File: src/rtl/tcnt_pkg.sv
package tcnt_pkg;

    typedef enum logic [1:0] {
        ADDR_LIVE   = 2'd0,
        ADDR_SHADOW = 2'd1,
        ADDR_CTRL   = 2'd2,
        ADDR_NONE   = 2'd3
    } tcnt_addr_e;

endpackage

File: src/rtl/tcnt_regs.sv
module tcnt_regs
    import tcnt_pkg::*;
#(
    parameter int CNT_W  = 24,
    parameter int DATA_W = 32
) (
    input  logic              clk,
    input  logic              rst_n,
    input  logic              wr_en,
    input  logic [1:0]        wr_addr,
    input  logic [DATA_W-1:0] wr_data,
    output logic [CNT_W-1:0]  shadow,
    output logic              reload_en
);

    typedef struct packed {
        logic [CNT_W-1:0] shadow;
        logic             reload_en;
    } regs_t;

    regs_t state_d, state_q;

    always_comb begin
        state_d = state_q;
        if (wr_en && wr_addr == ADDR_SHADOW) begin
            state_d.shadow = wr_data[CNT_W-1:0];
        end
        if (wr_en && wr_addr == ADDR_CTRL) begin
            state_d.reload_en = wr_data[0];
        end
    end

    always_ff @(posedge clk or negedge rst_n) begin
        if (!rst_n) begin
            state_q <= '0;
        end else begin
            state_q <= state_d;
        end
    end

    assign shadow    = state_q.shadow;
    assign reload_en = state_q.reload_en;

    AST_SHADOW_TAKES_WRITE: assert property (@(posedge clk) disable iff (!rst_n)
        (wr_en && wr_addr == ADDR_SHADOW) |=> shadow == $past(wr_data[CNT_W-1:0]));

    AST_SHADOW_HOLDS: assert property (@(posedge clk) disable iff (!rst_n)
        !(wr_en && wr_addr == ADDR_SHADOW) |=> $stable(shadow));

endmodule

File: src/rtl/tcnt_core.sv
module tcnt_core #(
    parameter int CNT_W = 24
) (
    input  logic             clk,
    input  logic             rst_n,
    input  logic             load_en,
    input  logic [CNT_W-1:0] load_val,
    input  logic             strobe,
    input  logic             reload_en,
    input  logic [CNT_W-1:0] shadow,
    output logic [CNT_W-1:0] count,
    output logic             done
);

    localparam logic [CNT_W-1:0] LAST_UNIT = CNT_W'(1);

    typedef struct packed {
        logic [CNT_W-1:0] count;
    } core_t;

    core_t state_d, state_q;
    logic  accept;
    logic  finish;

    always_comb begin
        state_d = state_q;
        accept  = strobe && !load_en;
        finish  = accept && (state_q.count == LAST_UNIT);
        if (load_en) begin
            state_d.count = load_val;
        end else if (finish && reload_en) begin
            state_d.count = shadow;
        end else if (accept) begin
            state_d.count = state_q.count - LAST_UNIT;
        end
    end

    always_ff @(posedge clk or negedge rst_n) begin
        if (!rst_n) begin
            state_q <= '0;
        end else begin
            state_q <= state_d;
        end
    end

    assign count = state_q.count;
    assign done  = finish;

    AST_ZERO_NEVER_ENDS: assert property (@(posedge clk) disable iff (!rst_n)
        (count == '0) |-> !done);

    AST_STEP_DOWN: assert property (@(posedge clk) disable iff (!rst_n)
        (strobe && !load_en && count != LAST_UNIT) |=> count == $past(count) - LAST_UNIT);

    AST_DONE_CLEARS: assert property (@(posedge clk) disable iff (!rst_n)
        (done && !reload_en) |=> count == '0);

    AST_DONE_RELOADS: assert property (@(posedge clk) disable iff (!rst_n)
        (done && reload_en) |=> count == $past(shadow));

    AST_WRITE_WINS: assert property (@(posedge clk) disable iff (!rst_n)
        load_en |=> count == $past(load_val));

    AST_NO_DONE_ON_WRITE: assert property (@(posedge clk) disable iff (!rst_n)
        load_en |-> !done);

    AST_IDLE_HOLDS: assert property (@(posedge clk) disable iff (!rst_n)
        (!strobe && !load_en) |=> $stable(count));

endmodule

File: src/rtl/tcnt_top.sv
module tcnt_top
    import tcnt_pkg::*;
#(
    parameter int CNT_W  = 24,
    parameter int DATA_W = 32
) (
    input  logic              clk,
    input  logic              rst_n,
    input  logic              wr_en,
    input  logic [1:0]        wr_addr,
    input  logic [DATA_W-1:0] wr_data,
    input  logic [1:0]        rd_addr,
    output logic [DATA_W-1:0] rd_data,
    input  logic              unit_strobe,
    output logic              xfer_done
);

    logic [CNT_W-1:0] shadow;
    logic             reload_en;
    logic [CNT_W-1:0] live;
    logic             live_wr;

    assign live_wr = wr_en && (wr_addr == ADDR_LIVE);

    tcnt_regs #(
        .CNT_W  (CNT_W),
        .DATA_W (DATA_W)
    ) i_regs (
        .clk       (clk),
        .rst_n     (rst_n),
        .wr_en     (wr_en),
        .wr_addr   (wr_addr),
        .wr_data   (wr_data),
        .shadow    (shadow),
        .reload_en (reload_en)
    );

    tcnt_core #(
        .CNT_W (CNT_W)
    ) i_core (
        .clk       (clk),
        .rst_n     (rst_n),
        .load_en   (live_wr),
        .load_val  (wr_data[CNT_W-1:0]),
        .strobe    (unit_strobe),
        .reload_en (reload_en),
        .shadow    (shadow),
        .count     (live),
        .done      (xfer_done)
    );

    always_comb begin
        rd_data = '0;
        case (rd_addr)
            ADDR_LIVE:   rd_data = DATA_W'(live);
            ADDR_SHADOW: rd_data = DATA_W'(shadow);
            ADDR_CTRL:   rd_data = DATA_W'(reload_en);
            default:     rd_data = '0;
        endcase
    end

    AST_UPPER_BITS_ZERO: assert property (@(posedge clk) disable iff (!rst_n)
        rd_data[DATA_W-1:CNT_W] == '0);

endmodule

File: config.mk
export PLATFORM = sky130hd
export DESIGN_NAME = tcnt_top
export DESIGN_NICKNAME = d
export VERILOG_FILES = /design/src/rtl/tcnt_pkg.sv /design/src/rtl/tcnt_regs.sv /design/src/rtl/tcnt_core.sv /design/src/rtl/tcnt_top.sv
export SDC_FILE = /design/constraint.sdc
export NUM_CORES = 1
export LEC_CHECK = 0
export BUFFER_PORTS_ARGS = -buffer_cell sky130_fd_sc_hd__clkbuf_2
export CELL_PAD_IN_SITES_DETAIL_PLACEMENT = 0
export CELL_PAD_IN_SITES_GLOBAL_PLACEMENT = 1
export CORE_ASPECT_RATIO = 2
export CORE_MARGIN = 4
export CORE_UTILIZATION = 35
export DETAILED_ROUTE_END_ITERATION = 10
export PLACE_DENSITY = 0.79
export SYNTH_ARGS = -nofsm -noshare
export SYNTH_HDL_FRONTEND = slang
export SYNTH_SLANG_ARGS = --single-unit
File: constraint.sdc
create_clock -name clk -period 2.4 [get_ports clk]
set_clock_uncertainty 0.15 [all_clocks]
set_input_delay 0.24 -clock clk [delete_from_list [all_inputs] [get_ports clk]]
set_output_delay 0.24 -clock clk [all_outputs]
set_load 0.01 [all_outputs]
==> results <==
- The flow ran to the end, and the final reports show no timing, DRC or antenna violations.
- The total global routing overflow is 0.
- The floorplan core area is 9380 um2.
- The post-synthesis sequential area ratio is between 30 and 40%.
- Global routing used 17.1% of the available tracks across all layers.
- For this run, the post-layout net count is between 400 and 500.
- Measured in cells, the most critical reg-to-reg path has a length of 7.
- The total of max-cap violations is 0.
- The number of placement rows is 50.
- In the final routed layout, each cell accounts on average for 17.7 um.
- The critical path class is flip-flop to output pin.
- The first routing iteration left about 220 violations.
- The I/O pin count is between 70 and 80.
- Buffers inserted during clock tree synthesis total 5.
- The die covers between 10000 and 15000 um2.
- Cells with a size suffix above 1 make up about a third of the layout.
- For this run, asynchronously set or reset flops after synthesis account for 100%.
- The insertion delay to the later sink of the worst-skew pair is between 0.2 and 0.3 ns.
- The main flop type after synthesis is dfrtp_1.
- The terminus of the critical flop-to-flop path is i_core.count[16].
- The flip-flop and latch count after synthesis is 49.
- Once detailed placement completed, the half-perimeter wirelength came to ~7000 um.
- The number of routed nets with antenna violations is 0.
- The post-layout minimum cycle time is 2.31 ns.
- The clock sink count is between 40 and 50.
- The buffer cell driving the clock tree root is clkbuf_16.
- In the final layout, the multi-input gates occupy 2000 um2.
- The number of global-route vias before repair is between 3k and 4k.
- The worst register-to-register path begins at i_core.count[0].
- Dividing total power by cell area gives a power density of approximately 730 nW/um2.
- Once the floorplan was initialized, standard cells occupied 35.7% of the core.
- From bottom edge to top edge, the die measures 146 um.
- The final wirelength is 9290 um.
- For this run, design rule violations remaining after detail routing come to 0.
- VDD sags by at most 0.000366 V.
- The number of flops mapped to enable cells by yosys is 0.
- The area share of the largest cell type after synthesis is 36.6%.
- The largest fanout of any net on the critical path is 13.
- The cell area that synthesis handed to floorplanning was 3350 um2.
- The count of final setup violators is 0.
- The startpoint identified for the worst hold timing path is wr_data[19].
- The first detailed-routing pass took 4 iterations.
- The utilization after layout is a little over two fifths.
- The leading area contributor after synthesis is dfrtp_1.
- The wire length of the first global-routing pass is around 16000 um.
- In this run the register-to-register setup slack is about 0.16 ns.
- The worst pin sits at a relative slew slack of between 50% and 60%.
- The fmax is roughly 0.43 GHz.
- The H-tree was split into 2 levels.
- The final weighted congestion of routability-driven global placement is about 0.86.
- Entering global routing, the biggest net connects 28 pins.
- The number of hold violations in the final report is 0.
- The chip width is roughly 77 um.
- The filler cells instantiated in the layout total roughly 950.
- Adding up every negative setup slack in the final design gives 0 ns.
- No sink is reached through more buffers than the 2 on the longest clock path.
- The flip-flop and latch area is between 1000 and 1500 um2.
- At the pin with the least slew margin, the transition time is 0.636 ns.
- 0 antenna diodes ended up in the layout.
- The kind of launch point of the worst setup path is a flip-flop.
- The classification of the worst-slack hold path is input port to flip-flop.
- For this run, the number of Yosys warnings is 0.
- The worst hold path cell count is 3.
- The final number of max-transition violations is 0.
- The path with the worst hold slack has its endpoint at i_core.count[19].
- The data required time of the critical path is about 2 ns.
- The count of input and output buffers is between 50 and 60.
- TritonCTS built the clock tree.
- Data arrives at the worst endpoint at between 1.5 and 2 ns.
- The post-synthesis instance total is 358.
- Compared with the post-synthesis result, the final layout area differs by 20.9%.
- Clock-pin slew was measured on the worst setup and hold paths at about 0.070 ns.
- The number of vias after detailed routing is between 2k and 3k.
- The average cell area after synthesis is ~9.4 um2.
- The static power due to leakage is about 1.8 nW.
- After layout, the worst path uses 96.2% of the clock period.
- Setup repair after global routing left no endpoint under its margin.
- Using the TritonRoute via totals, the vias-per-cell ratio works out to 5.58.
- By area the synthesized netlist is led by dfrtp_1 (37%), mux2i_1 (10%), mux2_2 (8.7%).
- The number of different library cells in the post-synthesis netlist is 53.
- STA classifies the critical path endpoint as an output pin.
- The number of antenna violations at the first check in global routing is 0.
-- worst max-delay path by stage --
| stage | startpoint | to | slack (ns) |
|---|---|---|---|
| after floorplan | i_core.count[0] | i_core.count[20] | 0.14 |
| after global placement | i_core.count[1] | i_core.count[0] | 0.15 |
| after detailed placement | i_core.count[1] | i_core.count[14] | 0.12 |
| after CTS | i_core.count[5] | xfer_done | 0.05 |
| after global routing | i_core.count[5] | xfer_done | 0.005 |
| final | i_core.count[5] | xfer_done | 0.09 |
-- per-stage QoR --
stage / std cells / power (mW) / worst slack [ns] / area (um2) / hold slack (ns)
2_1_floorplan: 365 / 1.81 / 0.142 / 3380 / -0.206
3_3_place_gp: 515 / 2.11 / 0.154 / 3810 / 0.138
3_5_place_dp: 515 / 2.13 / 0.119 / 3810 / 0.151
4_1_cts: 525 / 2.99 / 0.0484 / 4020 / 0.0319
5_1_grt: 525 / 3.16 / 0.00471 / 4050 / 0.0434
6_report: 525 / 2.97 / 0.0911 / 4050 / 0.0379
-- where the power goes --
group	leakage (nW)	switching (mW)	internal, mW	total, mW
combinational	1.16	0.464	0.447	0.911
sequential	0.585	0.237	0.998	1.23
clock	0.0841	0.301	0.521	0.822
-- per-layer routing --
| layer | up-vias | part of all wire, % | GRT usage [%] | wire (um) |
|---|---|---|---|---|
| li1 | 1413 | - | - | - |
| met1 | 1432 | 40 | 19.8 | 3760 |
| met2 | 73 | 53 | 31.4 | 4960 |
| met3 | 11 | 4.3 | 2.16 | 395 |
| met4 | 0 | 1.9 | 6.15 | 174 |
| met5 | - | 0 | 0 | 0 |
-- placed cells by master (no fill, tap or decap), types with 4 or more instances in the layout --
master	netlist	routed
nand2_1	11	11
nand3_1	10	10
dfrtp_1	49	47
or3_1	5	5
xnor2_1	7	7
nor4_4	3	4
buf_4	9	25
a21oi_1	19	19
clkbuf_2	0	56
clkbuf_16	0	5
o22ai_1	7	7
mux2_2	26	26
conb_1	1	8
o21ai_0	8	8
nor3_1	14	13
o21ai_1	12	12
and3_1	11	11
xor2_1	5	5
nor2_1	43	43
mux2i_1	35	35
inv_1	6	6
-- what timing repair did --
| item | CTS | global route |
|---|---|---|
| pin swaps | 3 | 1 |
| hold endpoints to repair | 22 | 0 |
| buffers inserted | 1 | 0 |
| hold buffers | 1 | 0 |
| gates resized for setup | 4 | 4 |
| endpoints found under the setup margin | 1 | 7 |
-- cell families (layout without fill, tap and decap cells) --
logic type / after synthesis / after routing / share of synthesized area [%]
buffers and inverters: 41 / 97 / 6.01
adder cells (fa/ha/maj): 2 / 2 / 0.747
XOR/XNOR: 12 / 12 / 3.14
AND/OR/NAND/NOR: 127 / 127 / 21.8
other: 1 / 8 / 0.112
AO/OA/AOI/OAI: 65 / 65 / 12.4
flip-flops: 49 / 49 / 36.6
multiplexers: 61 / 61 / 19.2
-- flip-flops by register name (all words and copies together) (netlist names) --
| register | cells |
|---|---|
| i_regs.reload_en | 1 |
| i_regs.shadow | 24 |
| i_core.count | 24 |
-- critical path, stage by stage (launching register included) --
cell and delay [ns]:
dfrtp_2 0.48, nor4_4 0.33, nand4_2 0.19, buf_4 0.25, nor3_2 0.21, clkbuf_2 0.16
-- layout make-up --
class	count	area share, %
sequential	49	30.3
tap	104	3.21
clock inverter	1	0.742
clock buffer	7	3.52
multi-input combinational	275	49.3
timing repair buffer	83	12.3
inverter	6	0.556
-- cells in the mapped netlist, types with 7 or more instances --
cell      instances
nand3_1          10
xnor2_1           7
and3_1           11
o21ai_1          12
dfrtp_1          49
clkbuf_1         20
mux2i_1          35
o22ai_1           7
a21oi_1          19
nand2_1          11
nor2_1           43
mux2_2           26
o21ai_0           8
buf_4             9
nor3_1           14
Power figures use the tool's default switching activity.
